File: src/rtl/cfgl_pkg.sv
package cfgl_pkg;
  typedef enum logic [2:0] {
    S_IDLE, S_SETTLE, S_CLEAR, S_WAIT_INIT, S_STREAM, S_DONE_WAIT, S_PASS, S_FAIL
  } cfg_state_e;

  function automatic int cfgl_max(input int a, input int b);
    return (a > b) ? a : b;
  endfunction
endpackage

File: src/rtl/cfgl_countdown.sv
module cfgl_countdown #(
  parameter int W = 8
) (
  input  logic         clk,
  input  logic         rst_n,
  input  logic         load,
  input  logic [W-1:0] val,
  output logic         zero
);
  logic [W-1:0] cnt;

  always_ff @(posedge clk or negedge rst_n) begin
    if (!rst_n)          cnt <= '0;
    else if (load)       cnt <= val;
    else if (cnt != '0)  cnt <= cnt - 1'b1;
  end

  assign zero = (cnt == '0);
endmodule

File: src/rtl/cfgl_bit_engine.sv
module cfgl_bit_engine #(
  parameter int HALF_PERIOD  = 2,
  parameter int STARTUP_CLKS = 8
) (
  input  logic       clk,
  input  logic       rst_n,
  input  logic       en,
  input  logic       s_valid,
  input  logic [7:0] s_data,
  input  logic       s_last,
  output logic       s_ready,
  output logic       cclk,
  output logic       din,
  output logic       fin
);
  localparam int HW = (HALF_PERIOD > 1) ? $clog2(HALF_PERIOD) : 1;
  localparam logic [HW-1:0] HLAST = HW'(HALF_PERIOD - 1);
  localparam int PW = (STARTUP_CLKS > 1) ? $clog2(STARTUP_CLKS) : 1;
  localparam logic [PW-1:0] PLAST = PW'((STARTUP_CLKS > 0) ? STARTUP_CLKS - 1 : 0);

  logic          loaded, pad_mode, fin_q, is_last, ph;
  logic [7:0]    sh;
  logic [2:0]    bidx;
  logic [HW-1:0] hcnt;
  logic [PW-1:0] pcnt;
  logic          act, half_end, bit_end, take;

  // a pulse runs while a byte is held or startup pulses remain
  assign act      = loaded | (pad_mode & ~fin_q);
  assign half_end = act && (hcnt == HLAST);
  assign bit_end  = half_end & ph;
  assign s_ready  = en & ~loaded & ~pad_mode & ~fin_q;
  assign take     = s_valid & s_ready;
  assign cclk     = en & act & ph;
  assign din      = pad_mode ? 1'b1 : sh[7];
  assign fin      = fin_q;

  always_ff @(posedge clk or negedge rst_n) begin
    if (!rst_n) begin
      loaded <= 1'b0; pad_mode <= 1'b0; fin_q <= 1'b0; is_last <= 1'b0; ph <= 1'b0;
      sh <= '0; bidx <= '0; hcnt <= '0; pcnt <= '0;
    end else if (!en) begin
      loaded <= 1'b0; pad_mode <= 1'b0; fin_q <= 1'b0; is_last <= 1'b0; ph <= 1'b0;
      sh <= '0; bidx <= '0; hcnt <= '0; pcnt <= '0;
    end else begin
      if (half_end) begin
        hcnt <= '0;
        ph   <= ~ph;
      end else if (act) begin
        hcnt <= hcnt + 1'b1;
      end else begin
        hcnt <= '0;
        ph   <= 1'b0;
      end

      if (take) begin
        sh      <= s_data;
        loaded  <= 1'b1;
        bidx    <= '0;
        is_last <= s_last;
      end else if (loaded && bit_end) begin
        if (bidx == 3'd7) begin
          loaded <= 1'b0;
          if (is_last) begin
            pad_mode <= 1'b1;
            if (STARTUP_CLKS == 0) fin_q <= 1'b1;
          end
        end else begin
          bidx <= bidx + 1'b1;
          sh   <= {sh[6:0], 1'b0};
        end
      end

      if (pad_mode && bit_end) begin
        pcnt <= pcnt + 1'b1;
        if (pcnt == PLAST) fin_q <= 1'b1;
      end
    end
  end

  // data pin holds while the clock stays high
  p_din_stable_r3: assert property (@(posedge clk) disable iff (!rst_n)
    (cclk && $past(cclk)) |-> $stable(din));

  // no clock pulse while a new byte is being requested
  p_ready_quiet_r5: assert property (@(posedge clk) disable iff (!rst_n)
    s_ready |-> !cclk);

  // startup pulses carry a high data pin
  p_pad_high_r6: assert property (@(posedge clk) disable iff (!rst_n)
    (cclk && pad_mode) |-> din);
endmodule

File: src/rtl/cfg_serial_loader.sv
module cfg_serial_loader
  import cfgl_pkg::*;
#(
  parameter int HALF_PERIOD   = 2,
  parameter int SETTLE_CYCLES = 40000,
  parameter int PULSE_CYCLES  = 50,
  parameter int INIT_TIMEOUT  = 100000,
  parameter int DONE_TIMEOUT  = 100000,
  parameter int STARTUP_CLKS  = 8
) (
  input  logic       clk,
  input  logic       rst_n,
  input  logic       start,
  input  logic [7:0] s_data,
  input  logic       s_valid,
  input  logic       s_last,
  output logic       s_ready,
  output logic       prog_n,
  output logic       cclk,
  output logic       din,
  input  logic       init_i,
  input  logic       done_i,
  output logic       busy,
  output logic       cfg_ok,
  output logic       cfg_err
);
  localparam int TMAX = cfgl_max(cfgl_max(SETTLE_CYCLES, PULSE_CYCLES),
                                 cfgl_max(INIT_TIMEOUT, DONE_TIMEOUT));
  localparam int TW = $clog2(TMAX + 1);
  localparam logic [TW-1:0] T_SETTLE = TW'(SETTLE_CYCLES - 1);
  localparam logic [TW-1:0] T_PULSE  = TW'(PULSE_CYCLES - 1);
  localparam logic [TW-1:0] T_INIT   = TW'(INIT_TIMEOUT - 1);
  localparam logic [TW-1:0] T_DONE   = TW'(DONE_TIMEOUT - 1);

  cfg_state_e    st, nx;
  logic          tload, tzero, eng_en, eng_fin;
  logic [TW-1:0] tval;

  cfgl_countdown #(.W(TW)) u_timer (
    .clk(clk), .rst_n(rst_n), .load(tload), .val(tval), .zero(tzero)
  );

  assign eng_en = (st == S_STREAM);

  cfgl_bit_engine #(.HALF_PERIOD(HALF_PERIOD), .STARTUP_CLKS(STARTUP_CLKS)) u_engine (
    .clk(clk), .rst_n(rst_n), .en(eng_en),
    .s_valid(s_valid), .s_data(s_data), .s_last(s_last), .s_ready(s_ready),
    .cclk(cclk), .din(din), .fin(eng_fin)
  );

  always_comb begin
    nx    = st;
    tload = 1'b0;
    tval  = '0;
    unique case (st)
      S_IDLE, S_PASS, S_FAIL:
        if (start) begin nx = S_SETTLE; tload = 1'b1; tval = T_SETTLE; end
      S_SETTLE:
        if (tzero) begin nx = S_CLEAR; tload = 1'b1; tval = T_PULSE; end
      S_CLEAR:
        if (tzero) begin nx = S_WAIT_INIT; tload = 1'b1; tval = T_INIT; end
      S_WAIT_INIT:
        if (init_i)     nx = S_STREAM;
        else if (tzero) nx = S_FAIL;
      S_STREAM:
        if (!init_i)       nx = S_FAIL;
        else if (eng_fin) begin nx = S_DONE_WAIT; tload = 1'b1; tval = T_DONE; end
      S_DONE_WAIT:
        if (done_i)     nx = S_PASS;
        else if (tzero) nx = S_FAIL;
      default: nx = S_IDLE;
    endcase
  end

  always_ff @(posedge clk or negedge rst_n) begin
    if (!rst_n) st <= S_IDLE;
    else        st <= nx;
  end

  assign prog_n  = (st != S_CLEAR);
  assign busy    = (st != S_IDLE) && (st != S_PASS) && (st != S_FAIL);
  assign cfg_ok  = (st == S_PASS);
  assign cfg_err = (st == S_FAIL);

  // the program line is released whenever a clock pulse is out
  p_prog_high_r4: assert property (@(posedge clk) disable iff (!rst_n)
    cclk |-> prog_n);

  // INIT low during streaming leads to fail next cycle
  p_init_abort_r8: assert property (@(posedge clk) disable iff (!rst_n)
    (eng_en && !init_i) |=> (cfg_err && !cclk));

  // quiet outputs whenever not busy
  p_quiet_r9: assert property (@(posedge clk) disable iff (!rst_n)
    !busy |-> (!cclk && prog_n && !s_ready));

  // pass only follows a DONE seen high
  p_pass_done_r7: assert property (@(posedge clk) disable iff (!rst_n)
    $rose(cfg_ok) |-> $past(done_i));

  // streaming only begins with INIT high
  p_stream_init_r2: assert property (@(posedge clk) disable iff (!rst_n)
    $rose(eng_en) |-> $past(init_i));
endmodule

File: config.mk
export PLATFORM = sky130hd
export DESIGN_NAME = cfg_serial_loader
export DESIGN_NICKNAME = d
export VERILOG_FILES = /design/src/rtl/cfgl_pkg.sv /design/src/rtl/cfgl_countdown.sv /design/src/rtl/cfgl_bit_engine.sv /design/src/rtl/cfg_serial_loader.sv
export SDC_FILE = /design/constraint.sdc
export NUM_CORES = 1
export LEC_CHECK = 0
export CAP_MARGIN = 20
export CORE_ASPECT_RATIO = 0.9
export CORE_UTILIZATION = 42
export DETAILED_ROUTE_END_ITERATION = 10
export PLACE_DENSITY = 0.7
export SETUP_SLACK_MARGIN = 0.02
export SLEW_MARGIN = 20
export SYNTH_ARGS = -nofsm -noshare
export SYNTH_HDL_FRONTEND = slang
export SYNTH_SLANG_ARGS = --single-unit
export TNS_END_PERCENT = 10
File: constraint.sdc
create_clock -name clk -period 1.9 [get_ports clk]
set_input_delay 0.285 -clock clk [delete_from_list [all_inputs] [get_ports clk]]
set_output_delay 0.285 -clock clk [all_outputs]
set_load 0.005 [all_outputs]
## Word level (Yosys, flattened, before mapping)

Cells that the tools add are included.
W data, S select, Z words.

- Flip-flop bits (word level): 40
- Input bits: 15
- Output and inout port bits: 7
- Logic and storage cells: 125

- Add/sub/neg operators: 4
- Eq/ne operators: 27
- Multiplexer cells: 53
- Bitwise operators: 13
- Reduce and logical (&&, ||, !) cells: 17

Operators by type and width:

| cell | number |
|---|---|
| $mux W17 | 5 |
| $pmux W17 S4 | 1 |
| $mux W3 | 14 |
| $mux W8 | 4 |
| $mux W1 | 25 |
| $ne A3 B3 Y1 const B | 7 |
| $ne A2 B2 Y1 const B | 10 |
| $eq A3 B3 Y1 const B | 6 |
| $pmux W3 S6 | 1 |
| $logic_not A17 Y1 | 1 |
| $reduce_bool A17 Y1 | 1 |
| $sub A17 B1 Y17 const B | 1 |
| $mux W16 | 1 |
| $and A1 B1 Y1 | 8 |
| $reduce_and A4 Y1 | 2 |
| $add A3 B1 Y3 const B | 2 |
| $eq A3 B2 Y1 const B | 2 |
| $mux W6 | 1 |
| $reduce_and A2 Y1 | 3 |
| $logic_and A1 B1 Y1 | 5 |
| $not A1 Y1 | 4 |
| $eq A3 B1 Y1 const B | 1 |
| $logic_not A3 Y1 | 1 |
| $ne A3 B2 Y1 const B | 1 |
| 7 further kinds | 7 |

## Logic depth before layout (Yosys ltp)

- Depth after elaboration: 9
- Depth in mapped cells: 8
- Depth with buffers taken out: 7

## By module

A second synthesis with hierarchy kept.

- Cell total of the unflattened synthesis: 258
- Area total of the unflattened synthesis: 2487.4 um2

Modules (own cells, without submodules):

| module | times used | cells an instance | area each (um2) | sequential area each (um2) |
|---|---|---|---|---|
| cfgl_bit_engine | 1 | 97 | 1056.0 | 500.5 |
| cfgl_countdown | 1 | 116 | 1054.8 | 425.4 |
| cfg_serial_loader | 1 | 45 | 376.6 | 75.1 |

## Worst setup path before layout

OpenSTA, ideal clock, no wires.

- Kind: register to register
- From: register u_timer.cnt[0]
- To: register u_timer.cnt[14]
- Setup time: 121 ps
- Arrival: 1778 ps
- Data required time: 1779 ps
- Setup slack: 1 ps
- Stages on the path, launching flop included: 8
- Buffers on the path: 1
- Period minus slack after synthesis: 1899 ps
- Cell sequence: dfrtp_1 inv_1 ha_1 or3b_2 clkbuf_1 nor4b_1 xnor2_1 nor2_1

- Longest elaborated chain between the ends: 4
- Elaborated cells on any way between the ends: 8
- Classes of those cells: add/sub: 1; mux: 4; reduce/logical: 3

Ends and longest elaborated chain:

| item | RTL line | text |
|---|---|---|
| start, declared | cfgl_countdown.sv:10 | `logic [W-1:0] cnt;` |
| start signal, assigned | cfgl_countdown.sv:14 | `else if (load) cnt <= val;` |
| start signal, assigned | cfgl_countdown.sv:15 | `else if (cnt != '0) cnt <= cnt - 1'b1;` |
| branches (longest 4 deep; another with $sub A17 B1 Y17) | - |  |

Parallel ways; which one is timed is not known. The select of a mux whose other input is x is not followed.
A chain may end at the register's enable or synchronous reset.

## Worst setup path in the final report

- From: register u_timer.cnt[1]
- To: register u_timer.cnt[5]

- Longest elaborated chain between the ends: 4
- Elaborated cells on any way between the ends: 10
- Classes of those cells: add/sub: 1; mux: 6; reduce/logical: 3

Ends and longest elaborated chain:

| item |
|---|
| branches (longest 4 deep; another with $sub A17 B1 Y17) |

Parallel ways; which one is timed is not known. The select of a mux whose other input is x is not followed.

==> impl_results.md <==
- Die X: between 70 and 80 um
- Rel. slew slack: 0.653
- Layout cell share with drive strength beyond 1: 0.259
- Initial Utilization: 0.452
- Worst setup SP type: flop
- Sw Pwr: 0.000333 W
- Min Hold Slack: ~0.47 ns
- Library cells used by synthesis: 50
- LEAKAGE: 1.33 nW
- CP Class: flop to flop
- WP data arrival: around 2.1 ns
- Placer Congestion: ~0.84
- Tcrit/Tclk final: 1.00
- IO Port Bufs: 21
- Most common cell after layout, fill and taps aside: dfrtp_1
- CP Data Required Time: 2.08 ns
- I/O pins: 22
- Max Root-Sink Buffers: 2
- Final hold vios: 0
- RSZ-0062 raised after global routing: yes
- Fin crit period: between 1.5 and 2 ns
- Slew @ Worst Pin: between 0.5 and 0.6 ns
- R2R Path End: u_timer.cnt[5]
- CTS H-tree depth: 2
- Vias in the first global route: 1,836
- DP HPWL: 3.64 mm
- Pwr Density: ~500 nW/um^2
- Final core occ: 0.605
- Switching share of power: 0.221
- Final WS setup: -0.00414 ns
- ANT cells: 0
- Post-Syn Instances: approximately 240
- Asr flop ratio synth: 1.00
- Reg-to-reg startpoint: u_timer.cnt[1]
- Final Slew Violations: 0
- Cell Area, Synth: between 2000 and 2500 um^2
- CP endpoint: u_timer.cnt[5]
- TritonCTS Buffers: 5
- Internal power: roughly 0.0012 W
- Initial antenna violation count: 0
- Core area: about 5000 um^2
- CTS sink count: 40
- Most frequent cells in the layout: 40 x dfrtp_1, 34 x buf_4, 32 x nor2_1
- Fmax: between 0.5 and 0.6 GHz
- Layout Skew: between 0.007 and 0.008 ns
- Total global-route track usage: 0.204
- DR iter-0 viols: roughly 140
- Synth Area per Inst: 9.46 um^2
- Antenna Nets Post-Route: 0
- Fill count: 448
- WL final: approximately 5.2 mm
- Cell row count: 24
- Routed len/inst: ~14 um
- HP Class: primary input to asynchronous set/reset pin
- Clock Power Share: 0.390
- Largest net degree at the start of global routing: 24
- Vias: between 1,500 and 2,000
- DRC Markers: 0
- Die area: around 5700 um^2
- TritonCTS clock tree: done
- Vias per inst: roughly 5.3
- Max-cap violation count: 0
- Clk Latency, worst-skew pair: ~0.30 ns
- Synth-to-Final Area Change: 33.9%
- Grt total ovfl: 0
- Pre-antenna DRT Iters: 6
- Crit path max fanout: 5
- Clock root buffer: clkbuf_8
- R2R cell count: 8
- NumNets Final: roughly 320
- Crit path capture type: flop
- Status: finished with violations
- Number of flops mapped to enable cells by yosys: 0
- Yosys warnings: 0
- Reg power frac: 0.563
- Setup Slack @ Placement: -0.0607 ns
- Clock transition at path regs: 0.08 ns
- Sequential element share of the synthesized area: 0.444
- Violated checks: setup timing
- Max IR drop VDD: 0.238 mV
- Worst R2R Setup Slack: -0.004 ns
- Die height: roughly 71 um
- Final setup fails: 1
- Syn_nets: around 260
- FF+latch count, synth: 40
- Combinational power share: 0.047
- Crit path launch: u_timer.cnt[1]
- First-pass GRT wire length: 8.80 mm
- Main flop type after synthesis: dfrtp_1
Yosys cell counts (all sizes together) (2+ instances only):
cell type	n	area, um^2
dfrtp	40	1000
nor2	34	138
a21oi	14	70.1
nand2	14	52.6
mux2i	11	110
o21ai	10	53.8
xnor2	10	87.6
clkbuf	9	33.8
inv	9	33.8
nand3	8	40.0
nor3	8	45.0
a211oi	7	52.6
xor2	7	61.3
ha	6	75.1
nor4	5	52.6
nand2b	4	25.0
nor2b	4	25.0
buf	3	20.0
nand4	3	18.8
o211ai	3	22.5
o21a	3	22.5
o31ai	3	22.5
a31oi	2	12.5
and2	2	12.5
nor3b	2	15.0
nor4b	2	23.8
or2	2	12.5
or4	2	18.8
power by group through the flow:
stage	sequential [W]	clock [W]	combinational, W
after floorplan	0.000868	0	0.0000125
after global placement	0.000867	0	0.0000700
after detailed placement	0.000867	0	0.0000700
after CTS	0.000850	0.000601	0.0000719
after global routing	0.000850	0.000638	0.0000789
final	0.000851	0.000589	0.0000707
registers in the layout (all words and copies together), names as in the netlist:
register           cells
u_engine.hcnt          1
u_engine.bidx          3
u_engine.loaded        1
st                     3
u_timer.cnt           17
u_engine.is_last       1
u_engine.pad_mode      1
u_engine.pcnt          3
u_engine.ph            1
u_engine.fin           1
u_engine.sh            8
per-layer routing:
metal  vias up  share of wire  global-route usage
met3         9          0.039              0.0433
met5         -              0                   0
met1       912           0.49               0.288
li1        960              -                   -
met2        34           0.45               0.304
met4         0          0.018              0.0869
kinds of logic (layout without fill, tap and decap cells):
| logic type | after synthesis | after routing | share of synthesized area |
|---|---|---|---|
| AND/OR/NAND/NOR | 95 | 96 | 0.229 |
| AO/OA/AOI/OAI | 47 | 47 | 0.134 |
| flip-flops | 40 | 40 | 0.444 |
| buffers and inverters | 21 | 79 | 0.0389 |
| XOR/XNOR | 17 | 17 | 0.0661 |
| multiplexers | 12 | 12 | 0.0539 |
| adder cells (fa/ha/maj) | 6 | 6 | 0.0333 |
final cells by class:
| cell class | count | area [um^2] | area share |
|---|---|---|---|
| Clock buffer | 6 | 82.6 | 0.0274 |
| Clock inverter | 2 | 10.0 | 0.00332 |
| Inverter | 9 | 33.8 | 0.0112 |
| Multi-Input combinational cell | 178 | 1250 | 0.416 |
| Sequential cell | 40 | 1000 | 0.332 |
| Tap cell | 65 | 81.3 | 0.0270 |
| Timing Repair Buffer | 62 | 552 | 0.183 |
how the worst min path moves through the flow:
stage,from,to,slack (ns),cells past startpoint
after floorplan,rst_n,st[0],-0.01,0
after global placement,rst_n,u_engine.sh[2],0.25,1
after detailed placement,rst_n,u_engine.sh[2],0.25,1
after CTS,rst_n,u_engine.bidx[0],0.46,2
after global routing,rst_n,u_engine.sh[0],0.49,2
final,rst_n,u_engine.bidx[0],0.47,2
timing repair:
action | in CTS | in global routing
hold buffers | 1 | 0
gates cloned | 1 | 0
buffers inserted | 4 | 5
pin swaps | 3 | 6
gates resized for setup | 22 | 9
hold endpoints to repair | 17 | 0
endpoints found under the setup margin | 20 | 21
stage by stage:
stage	setup TNS, ns	instances	area (um^2)	power [W]
floorplan	0	238	2260	0.000880
global placement	0	343	2750	0.000937
detailed placement	-0.456	343	2750	0.000937
CTS	-0.0548	357	2950	0.00152
global route	-1.91	362	3020	0.00157
finish	-0.00414	362	3020	0.00151
critical path, stage by stage (launching register included):
cell	delay (ns)
dfrtp_1	0.40
inv_2	0.07
ha_2	0.16
nor4b_4	0.20
nand4_1	0.25
o211ai_1	0.32
buf_4	0.18
o221a_2	0.18
nor2_1	0.03
(Power assumes the default switching activity.)
